$ cat src/rtl/flagbit_pkg.sv
package flagbit_pkg;
  localparam int DATA_W  = 8;
  localparam int INSTR_W = 16;
  localparam int IDX_W   = $clog2(DATA_W);

  typedef struct packed {
    logic             setFlag;
    logic             clrFlag;
    logic             bitStore;
    logic             bitLoad;
    logic             bitTest;
    logic             needOne;
    logic [IDX_W-1:0] flagSel;
    logic [IDX_W-1:0] bitSel;
  } strobe_t;
endpackage

$ cat src/rtl/flagbit_decode.sv
module flagbit_decode
  import flagbit_pkg::*;
(
  input  logic [INSTR_W-1:0] instr,
  output strobe_t            stb
);
  logic isFlagOp;
  logic lowOk;

  always_comb begin
    isFlagOp    = (instr[15:8] == 8'b1001_0100) && (instr[3:0] == 4'b1000);
    lowOk       = (instr[3] == 1'b0);
    stb.setFlag = isFlagOp && !instr[7];
    stb.clrFlag = isFlagOp && instr[7];
    stb.bitStore = (instr[15:9] == 7'b1111101) && lowOk;
    stb.bitLoad  = (instr[15:9] == 7'b1111100) && lowOk;
    stb.bitTest  = (instr[15:10] == 6'b111111) && lowOk;
    stb.needOne  = instr[9];
    stb.flagSel  = instr[6:4];
    stb.bitSel   = instr[2:0];
  end
endmodule

$ cat src/rtl/flagbit_datapath.sv
module flagbit_datapath
  import flagbit_pkg::*;
#(
  parameter int T_POS = 6
) (
  input  logic              clk,
  input  logic              rst,
  input  strobe_t           stb,
  input  logic [DATA_W-1:0] regIn,
  input  logic [DATA_W-1:0] statusIn,
  output logic [DATA_W-1:0] regOut,
  output logic              regWe,
  output logic [DATA_W-1:0] statusOut,
  output logic              skipReq
);
  logic [DATA_W-1:0] flagMask;
  logic [DATA_W-1:0] bitMask;
  logic [DATA_W-1:0] nextStatus;
  logic [DATA_W-1:0] nextReg;
  logic              pickedBit;
  logic              tFlag;

  for (genvar i = 0; i < DATA_W; i++) begin : g_mask
    assign flagMask[i] = (stb.flagSel == IDX_W'(i));
    assign bitMask[i]  = (stb.bitSel == IDX_W'(i));
  end

  always_comb begin
    pickedBit  = |(regIn & bitMask);
    tFlag      = statusIn[T_POS];
    nextStatus = statusIn;
    nextReg    = regIn;
    if (stb.setFlag) nextStatus = statusIn | flagMask;
    if (stb.clrFlag) nextStatus = statusIn & ~flagMask;
    if (stb.bitStore) nextStatus[T_POS] = pickedBit;
    if (stb.bitLoad) nextReg = (regIn & ~bitMask) | (tFlag ? bitMask : '0);
  end

  always_ff @(posedge clk) begin
    if (rst) begin
      regOut    <= '0;
      regWe     <= 1'b0;
      statusOut <= '0;
      skipReq   <= 1'b0;
    end else begin
      regOut    <= nextReg;
      regWe     <= stb.bitLoad;
      statusOut <= nextStatus;
      skipReq   <= stb.bitTest && (pickedBit == stb.needOne);
    end
  end
endmodule

$ cat src/rtl/flagbit_unit.sv
module flagbit_unit
  import flagbit_pkg::*;
(
  input  logic               clk,
  input  logic               rst,
  input  logic [INSTR_W-1:0] instr,
  input  logic [DATA_W-1:0]  regIn,
  input  logic [DATA_W-1:0]  statusIn,
  output logic [DATA_W-1:0]  regOut,
  output logic               regWe,
  output logic [DATA_W-1:0]  statusOut,
  output logic               skipReq
);
  strobe_t stb;

  flagbit_decode u_decode (
    .instr (instr),
    .stb   (stb)
  );

  flagbit_datapath #(.T_POS(6)) u_path (
    .clk       (clk),
    .rst       (rst),
    .stb       (stb),
    .regIn     (regIn),
    .statusIn  (statusIn),
    .regOut    (regOut),
    .regWe     (regWe),
    .statusOut (statusOut),
    .skipReq   (skipReq)
  );
endmodule

$ cat config.mk
export PLATFORM = sky130hd
export DESIGN_NAME = flagbit_unit
export DESIGN_NICKNAME = d
export VERILOG_FILES = /design/src/rtl/flagbit_pkg.sv /design/src/rtl/flagbit_decode.sv /design/src/rtl/flagbit_datapath.sv /design/src/rtl/flagbit_unit.sv
export SDC_FILE = /design/constraint.sdc
export NUM_CORES = 1
export LEC_CHECK = 0
export BUFFER_PORTS_ARGS = -buffer_cell sky130_fd_sc_hd__buf_2
export CORE_MARGIN = 2
export CORE_UTILIZATION = 50
export CTS_BUF_LIST = sky130_fd_sc_hd__clkbuf_2
export DETAILED_ROUTE_END_ITERATION = 10
export PLACE_DENSITY = 0.87
export SETUP_SLACK_MARGIN = 0.1
export SYNTH_ARGS = -nofsm -noshare
export SYNTH_HDL_FRONTEND = slang
export SYNTH_SLANG_ARGS = --single-unit
export TNS_END_PERCENT = 1
$ cat constraint.sdc
create_clock -name clk -period 3.3 [get_ports clk]
set_input_delay 0.825 -clock clk [delete_from_list [all_inputs] [get_ports clk]]
set_output_delay 0.825 -clock clk [all_outputs]
set_load 0.02 [all_outputs]
==> impl_metrics.json <==
{
  "status": "complete, no violations",
  "fin_crit_sh_pct": 60.8,
  "critPathRequiredTime_ns": 3.52,
  "rows": 16,
  "nFillCells": 165,
  "design.core.area_um2": 1920,
  "synth_nets": 140,
  "nNetsFinal": 190,
  "peakVddDrop_mv": 0.154,
  "num_io_pins": 52,
  "viasPerCell": 5.72,
  "first_pass_iters": 4,
  "cts_resized": 0,
  "post-route-cell-area_um2": 1270,
  "synth-edff-count": 0,
  "grt_pass1_wl_mm": 4.00,
  "rsz0062_at_grt": "false",
  "ys_warn_count": 0,
  "wl_per_cell_um": 13.0,
  "cts_root_buffer": "clkbuf_2",
  "worst-path-max-fanout": 11,
  "fp.dieW_um": 48.9,
  "antenna_found_initial": 0,
  "dp.final_hpwl_mm": 1.83,
  "ys_types": 35,
  "grtUsageTotal_pct": 20.9,
  "grt_pass1_vias": 972,
  "dieArea_um2": 2390,
  "holdWs_ns": 0.781,
  "maxCapViolCount": 0,
  "synthArstFlopShare_pct": 0,
  "hold_buffers": 0,
  "relSlewSlack_pct": 50.8,
  "startpoint_type": "input pin",
  "synth-seq-area-share_pct": 35.8,
  "layout.cells.non_filler": 181,
  "detail_route.iter0.violations": 9,
  "postCtsSetupBuffers": 0,
  "grt-ovfl-total": 0,
  "end_kind": "register",
  "clk_pin_slew_ns": 0.15,
  "critPathKind": "input pin to register",
  "avgSynthCellArea_um2": 9.50,
  "syn-instance-count": 106,
  "drive_gt1_share_pct": 38.3,
  "p_leak_nw": 0.610,
  "clockBufferDepth": 2,
  "wl_mm": 2.34,
  "dp.cells": 178,
  "report.final.slew_viol_count": 0,
  "vias": 1036,
  "cts_htree_levels": 1,
  "final_common_cell": "buf_2",
  "ys_ff_latch": 18,
  "ant_nets": 0,
  "arrival_ns": 2.23,
  "final-setup-viol-count": 0,
  "numCtsBuffers": 3,
  "placed_area_um2": 1250,
  "fmax_mhz": 498,
  "n_antenna_cell": 0,
  "grt_max_degree": 19,
  "route.detailed.drc": 0,
  "areaGrowthSynthToFinish_pct": 26.0,
  "clkSinkCount": 18,
  "layout_common_cells": "51 x buf_2, 18 x dfxtp_1, 10 x mux2i_1, 9 x nor2_1, 9 x a21oi_1",
  "numPortBuffers": 51,
  "start_util_pct": 52.4,
  "total_power_mw": 0.409,
  "min_path_type": "input pin to register",
  "hold_viol_final": 0,
  "layout_min_cycle_time_ns": 2.01,
  "power_density_nw_per_um2": 322,
  "synth_area_um2": 1010,
  "worstMarginPinSlew_ns": 0.727,
  "tns_ns": 0,
  "cts_tree": "yes",
  "dominantRegCellSynth": "dfxtp_1",
  "globalplace.congestion": 0.779,
  "die_y_um": 48.9
}
==> cell type report <==
cell class / instances / area [um2] / area share, %
Timing Repair Buffer: 51 / 255 / 20.1
Sequential cell: 18 / 360 / 28.4
Tap cell: 27 / 33.8 / 2.66
Multi-Input combinational cell: 81 / 601 / 47.3
Clock buffer: 3 / 15.0 / 1.18
Inverter: 1 / 3.75 / 0.296
==> cell families after synthesis <==
family | share of synthesized area, %
AND/OR/NAND/NOR | 35.2
AO/OA/AOI/OAI | 14.5
flip-flops | 35.8
multiplexers | 9.94
buffers and inverters | 4.60
==> registers in the layout, summed over array words and instances, names as in the netlist <==
register,count
u_path.regOut,8
u_path.skipReq,1
u_path.regWe,1
u_path.statusOut,8
==> path summary, 6_finish.rpt <==
| check | from | endpoint | slack, ns | cells after the start |
|---|---|---|---|---|
| setup / recovery | instr[2] | u_path.statusOut[0] | 1.29 | 5 |
| hold / removal | statusIn[0] | u_path.statusOut[0] | 0.78 | 3 |
==> through the flow <==
step,utilization (%),setup WS [ns]
global route,66.0,1.21
detailed placement,65.2,1.02
global placement,65.2,1.04
finish,66.0,1.29
CTS,66.0,1.32
floorplan,-,1.23
==> metal layers <==
metal,part of all wire [%],vias up,GRT usage [%]
li1,-,519,-
met1,44,473,25.8
met2,49,42,36.1
met3,6.0,2,2.76
met4,1.2,0,9.52
met5,0,-,0
==> power by group <==
| group | switching (mW) | internal (mW) | leakage, nW |
|---|---|---|---|
| clock network | 0.0606 | 0.0248 | 0.0125 |
| logic | 0.0561 | 0.0374 | 0.448 |
| registers | 0.00225 | 0.228 | 0.149 |
==> Yosys cell counts, types with 2 or more instances <==
library cell / instances / share of area, %
dfxtp_1: 18 / 36
mux2i_1: 10 / 9.9
a21oi_1: 9 / 4.5
nor2_1: 9 / 3.4
nand4_1: 5 / 3.1
o21ai_0: 5 / 2.5
or3_1: 5 / 3.1
nand2b_1: 4 / 2.5
nor4_1: 4 / 2.5
o31ai_1: 4 / 3.0
or4_1: 3 / 2.2
and4_1: 2 / 1.7
and4b_1: 2 / 2.0
buf_6: 2 / 2.2
clkbuf_1: 2 / 0.75
nand2_1: 2 / 0.75
nor4b_1: 2 / 1.7
==> worst max-delay path: stages <==
cell and delay, ns:
buf_2 0.17, nor4b_4 0.37, nand4b_2 0.26, or4_1 0.45, a21oi_1 0.15
Power figures use the tool's default switching activity.
